[src/rtl/rxf_pkg.sv]
package rxf_pkg;
  typedef enum logic [1:0] {
    ST_IDLE  = 2'd0,
    ST_START = 2'd1,
    ST_DATA  = 2'd2,
    ST_STOP  = 2'd3
  } rxf_state_e;
endpackage

[src/rtl/rxf_sync.sv]
// Two-flop synchroniser followed by a transition detector.
module rxf_sync (
  input  logic clk,
  input  logic rst,
  input  logic async_i,
  output logic line_o,
  output logic edge_o,
  output logic fall_o
);
  logic meta_q, sync_q, prev_q;

  always_ff @(posedge clk) begin
    if (rst) begin
      meta_q <= 1'b1;
      sync_q <= 1'b1;
      prev_q <= 1'b1;
    end else begin
      meta_q <= async_i;
      sync_q <= meta_q;
      prev_q <= sync_q;
    end
  end

  assign line_o = sync_q;
  assign edge_o = sync_q ^ prev_q;
  assign fall_o = prev_q & ~sync_q;
endmodule

[src/rtl/rxf_bit_timer.sv]
// Bit-period counter that restarts on every data edge and marks the bit midpoint.
module rxf_bit_timer #(
  parameter int CLKS_PER_BIT = 48
) (
  input  logic clk,
  input  logic rst,
  input  logic restart_i,
  output logic mid_o
);
  localparam int CW   = (CLKS_PER_BIT > 1) ? $clog2(CLKS_PER_BIT) : 1;
  localparam int HALF = CLKS_PER_BIT / 2;
  localparam logic [CW-1:0] LAST    = CW'(CLKS_PER_BIT - 1);
  localparam logic [CW-1:0] MID_CNT = CW'(HALF - 1);

  logic [CW-1:0] cnt_q;

  always_ff @(posedge clk) begin
    if (rst) begin
      cnt_q <= '0;
    end else if (restart_i || cnt_q == LAST) begin
      cnt_q <= '0;
    end else begin
      cnt_q <= cnt_q + 1'b1;
    end
  end

  // A restart in the same cycle takes priority over the sample.
  assign mid_o = (cnt_q == MID_CNT) && !restart_i;
endmodule

[src/rtl/rxf_ctrl.sv]
// Frame sequencing, payload shifting and registered outputs.
module rxf_ctrl
  import rxf_pkg::*;
#(
  parameter int DATA_W = 54
) (
  input  logic              clk,
  input  logic              rst,
  input  logic              line_i,
  input  logic              fall_i,
  input  logic              mid_i,
  output logic [DATA_W-1:0] data_o,
  output logic              valid_o,
  output logic              ferr_o
);
  localparam int IW = (DATA_W > 1) ? $clog2(DATA_W) : 1;
  localparam logic [IW-1:0] LAST_IDX = IW'(DATA_W - 1);

  rxf_state_e        state_q;
  logic [IW-1:0]     idx_q;
  logic [DATA_W-1:0] shift_q;

  always_ff @(posedge clk) begin
    if (rst) begin
      state_q <= ST_IDLE;
      idx_q   <= '0;
      shift_q <= '0;
      data_o  <= '0;
      valid_o <= 1'b0;
      ferr_o  <= 1'b0;
    end else begin
      valid_o <= 1'b0;
      ferr_o  <= 1'b0;
      unique case (state_q)
        ST_IDLE: begin
          if (fall_i) state_q <= ST_START;
        end
        ST_START: begin
          if (mid_i) begin
            if (!line_i) begin
              state_q <= ST_DATA;
              idx_q   <= '0;
            end else begin
              state_q <= ST_IDLE;
            end
          end
        end
        ST_DATA: begin
          if (mid_i) begin
            shift_q <= {line_i, shift_q[DATA_W-1:1]};
            if (idx_q == LAST_IDX) begin
              state_q <= ST_STOP;
            end else begin
              idx_q <= idx_q + 1'b1;
            end
          end
        end
        ST_STOP: begin
          if (mid_i) begin
            state_q <= ST_IDLE;
            if (line_i) begin
              data_o  <= shift_q;
              valid_o <= 1'b1;
            end else begin
              ferr_o <= 1'b1;
            end
          end
        end
        default: state_q <= ST_IDLE;
      endcase
    end
  end
endmodule

[src/rtl/rxf_frame_rx.sv]
// Top: resynchronising fixed-length frame receiver.
module rxf_frame_rx #(
  parameter int DATA_W       = 54,
  parameter int CLKS_PER_BIT = 48
) (
  input  logic              clk,
  input  logic              rst,
  input  logic              rx_line_i,
  output logic [DATA_W-1:0] data_o,
  output logic              valid_o,
  output logic              ferr_o
);
  logic line_s, edge_s, fall_s, mid_s;

  rxf_sync u_sync (
    .clk     (clk),
    .rst     (rst),
    .async_i (rx_line_i),
    .line_o  (line_s),
    .edge_o  (edge_s),
    .fall_o  (fall_s)
  );

  rxf_bit_timer #(.CLKS_PER_BIT(CLKS_PER_BIT)) u_timer (
    .clk       (clk),
    .rst       (rst),
    .restart_i (edge_s),
    .mid_o     (mid_s)
  );

  rxf_ctrl #(.DATA_W(DATA_W)) u_ctrl (
    .clk     (clk),
    .rst     (rst),
    .line_i  (line_s),
    .fall_i  (fall_s),
    .mid_i   (mid_s),
    .data_o  (data_o),
    .valid_o (valid_o),
    .ferr_o  (ferr_o)
  );
endmodule

[config.mk]
export PLATFORM = sky130hd
export DESIGN_NAME = rxf_frame_rx
export DESIGN_NICKNAME = d
export VERILOG_FILES = /design/src/rtl/rxf_pkg.sv /design/src/rtl/rxf_sync.sv /design/src/rtl/rxf_bit_timer.sv /design/src/rtl/rxf_ctrl.sv /design/src/rtl/rxf_frame_rx.sv
export SDC_FILE = /design/constraint.sdc
export NUM_CORES = 1
export LEC_CHECK = 0
export ABC_AREA = 1
export CAP_MARGIN = 20
export CORE_AREA = 3 3 103 105
export CTS_BUF_LIST = sky130_fd_sc_hd__clkbuf_8
export DETAILED_ROUTE_END_ITERATION = 8
export DIE_AREA = 0 0 106 108
export DONT_BUFFER_PORTS = 1
export GPL_TIMING_DRIVEN = 1
export PLACE_DENSITY = 0.7
export SYNTH_ARGS = -nofsm -noshare
export SYNTH_HDL_FRONTEND = slang
export SYNTH_HIERARCHICAL = 1
export SYNTH_SLANG_ARGS = --single-unit
[constraint.sdc]
create_clock -name clk -period 2.19 [get_ports clk]
set_clock_uncertainty 0.2 [all_clocks]
set_input_delay 0.3285 -clock clk [delete_from_list [all_inputs] [get_ports clk]]
set_output_delay 0.3285 -clock clk [all_outputs]
set_load 0.02 [all_outputs]
==> results by group <==
Synthesis
  – Synth area leaders: dfxtp_1 53%, nor2_1 6.5%, a21oi_1 6.4%, o21ai_0 5.9%, nand3_1 4.6%
  – Area share of the largest cell type after synthesis: between 50 and 60%
  – Top-count cell post-synth: dfxtp_1
  – Post-synth top cells: 127 x dfxtp_1, 84 x nor2_1, 62 x a21oi_1
  – Syn Inst Count: a little under 600
  – Post-synth EDFFs: 0
  – Unique masters post-synth: 29
  – Avg Inst Size Synth: 8.24 um2
  – Synth Net Count: about 600
  – Synth area leader: dfxtp_1
  – Ys async rst share: 0%
  – Post-synth top flop: dfxtp_1
  – Mapped Area: 4830 um2
  – FF+latch count, synth: about 130
  – Syn. warnings: 6
  – Sequential area share after synthesis: between 50% and 60%

Routing
  – Final ANT Viol Nets: 0
  – Iteration-0 DRC Markers: between 200 and 250
  – Pre-antenna DRT Iters: 5
  – DRT Wirelength: roughly 9700 um
  – Vias: about 3800
  – Via density: approximately 5.2
  – Avg WL per Cell: between 10 and 15 um
  – Drt drc: 0

Clocking
  – Total CTS buffers: 17
  – Worst-Skew Late Latency: between 400 and 500 ps
  – H-tree Lvls: 4
  – CTS Buffer Depth: 2
  – Worst-path clk slew: approximately 70 ps
  – CTS Sinks: between 100 and 150
  – Root buffer cell: clkbuf_8
  – CTS tree: done

Worst setup path
  – Worst EP required: between 2000 and 2500 ps
  – R2R cell count: 10
  – Crit Path Class: flop to flop
  – CP max FO: 52
  – Crit start category: flop
  – WP buf/inv: 5
  – Crit-path slowest cell: dfxtp_1
  – Critical Path End Type: flop
  – Critical path cell sequence: inv_1, ha_1, inv_1, nor4_4, buf_4, buf_4, nand2_4, buf_12, o21ai_0, a21oi_1
  – CP peak stage delay: around 330 ps
  – Worst r2r src: u_sync/line_o
  – FF-to-FF End: u_ctrl/shift_q[31]
  – CP top delay family: buffers and inverters
  – Critical Path Start: u_sync/line_o
  – CP arrival: between 2000 and 2500 ps
  – Flop-to-flop setup slack: between 150 and 200 ps

Global routing
  – Busiest grt layer: met2
  – Met3 Use GR: under 10%
  – First-pass GRT wire length: roughly 16000 um
  – Largest net degree at the start of global routing: 53
  – GR Util met1: roughly a fifth
  – Total gr overflow: 0
  – GR Util met2: roughly 29%
  – Antenna violations before repair: 0
  – Gr usage total: between 10% and 20%
  – Vias in the first global route: 3387

Die
  – Row count: 36
  – Ports: roughly 60
  – Full die area: 11400 um2
  – Die Width: around 110 um
  – Core area: between 9000 and 10000 um2
  – Die Ht: 108 um
  – Initial core utilization: 49.6%

Worst hold path
  – Worst min path class: primary input to flop
  – Hold_sp: rst
  – Worst hold stages: 3
  – Hold Path Sink: u_ctrl/idx_q[1]

STA
  – Count of pins over their slew limit: 0
  – Slew of the pin with the lowest slew margin: between 500 and 600 ps
  – FMAX: about 490 MHz
  – Final Critical Period: around 2000 ps
  – Endpoints failing setup: 0
  – Final setup TNS: 0 ps
  – Final Hold Vio Count: 0
  – Setup repair after global routing missed its margin: false
  – Period utilisation layout: slightly above 90%
  – Rel. slew slack: a little under two thirds

Place
  – DPL Wire Length: a little over 6000 um
  – Gpl congestion: roughly 0.8
  – Dpl cells: 692
  – Placed Instance Area: 4900 um2
  – PortBufs: 0

Layout
  – Fin cells: 730
  – Final non-filler cell area: between 5000 and 6000 um2
  – Share of layout cells above drive strength 1: between 10% and 20%
  – Fillers: 900
  – Nets: 591
  – Area Growth Syn to Fin: 12.3%
  – Antenna cells: 0

Power
  – Power Density: roughly 800 nW/um2
  – Peak supply drop: 0.395 mV
  – P_leak: approximately 1.9 nW
  – Total power: 0.00435 W

Job
  – MaxCap Viol Count: 0

Status
  – Outcome: finished clean
[worst reg2reg max path: cells and delay by family (launching register included)]
family / cells / cell delay (ps)
compound gates: 2 / 280
fa+ha+maj: 1 / 270
buf+inv: 5 / 570
flops: 1 / 330
simple gates: 2 / 260
[final cells by class]
cell class | count | area, um2 | area share (%)
clock buffer | 18 | 248 | 4.57
clock inverter | 14 | 128 | 2.35
inverter | 47 | 184 | 3.39
multi-input combinational | 373 | 1890 | 34.8
sequential | 127 | 2550 | 47.0
tap | 133 | 166 | 3.07
timing repair buffer | 18 | 262 | 4.82
[layer usage]
metal	vias up	share of wire [%]
li1	1928	-
met1	1786	44
met2	85	49
met3	11	5.3
met4	0	1.3
met5	-	0
[state kept, by name, indices dropped and copies added (netlist names), named ones only]
name / flops
u_ctrl/data_o: 54
u_ctrl/ferr_o: 1
u_ctrl/idx_q: 6
u_ctrl/shift_q: 54
u_ctrl/state_q: 1
u_ctrl/valid_o: 1
u_sync/line_o: 1
u_sync/meta_q: 1
u_sync/prev_q: 1
u_timer/cnt_q: 6
[through the flow]
step                      setup WS, ps  utilization [%]  hold slack, ps
after floorplan                   84.8                -             186
after global placement            52.0             50.3             192
after detailed placement          22.0             50.3             204
after CTS                         52.4             54.7            98.2
after global routing              6.06             55.7             123
final                              166             55.7             127
[cell families (layout without fill, tap and decap cells)]
logic type | after synthesis | in the layout | share of synthesized area (%)
fa+ha+maj | 4 | 4 | 1.04
flops | 127 | 127 | 52.7
xor+xnor | 1 | 1 | 0.182
buf+inv | 86 | 97 | 9.05
simple gates | 200 | 200 | 17.6
compound gates | 168 | 168 | 19.4
[worst max path at each step]
| stage | to | slack, ps | cells after the start |
|---|---|---|---|
| final | u_ctrl/shift_q[31] | 170 | 10 |
| after global routing | u_ctrl/data_o[36] | 6 | 11 |
| after CTS | u_ctrl/data_o[26] | 50 | 10 |
| after detailed placement | u_ctrl/data_o[26] | 20 | 10 |
| after global placement | u_ctrl/data_o[26] | 50 | 10 |
| after floorplan | u_ctrl/data_o[0] | 80 | 12 |
[report_power, final]
group | total, W | switching, W | internal [W]
Combinational | 0.000144 | 0.0000966 | 0.0000476
Sequential | 0.00234 | 0.0000170 | 0.00232
Clock | 0.00187 | 0.000848 | 0.00102
[placed cells by master (no fill, tap or decap), types with 2 or more instances in the layout]
| master | instances |
|---|---|
| nand2_4 | 2 |
| nor2_1 | 82 |
| o21ai_2 | 2 |
| o21ai_0 | 50 |
| o21ai_1 | 30 |
| inv_1 | 45 |
| clkinv_2 | 5 |
| dfxtp_1 | 125 |
| nand2_1 | 56 |
| inv_2 | 3 |
| a21oi_1 | 62 |
| clkinv_4 | 2 |
| bufinv_16 | 2 |
| a21oi_2 | 23 |
| nand4_1 | 3 |
| nor3_1 | 2 |
| clkbuf_16 | 2 |
| clkbuf_8 | 18 |
| buf_4 | 7 |
| nand3_1 | 43 |
| nand2_2 | 6 |
| ha_1 | 3 |
| clkinvlp_4 | 3 |
| nor2_2 | 2 |
| dlygate4sd3_1 | 2 |
| buf_12 | 5 |
[what timing repair did]
| action | 4_1_cts | 5_1_grt |
|---|---|---|
| endpoints found under the setup margin | 1 | 59 |
| cloned | 0 | 2 |
| pin swaps | 0 | 2 |
| hold endpoints to repair | 44 | 0 |
| resized for setup | 1 | 18 |
| buffers inserted | 0 | 1 |
| hold buffers | 3 | 0 |
No activity file was read; power rests on OpenSTA's default activity.
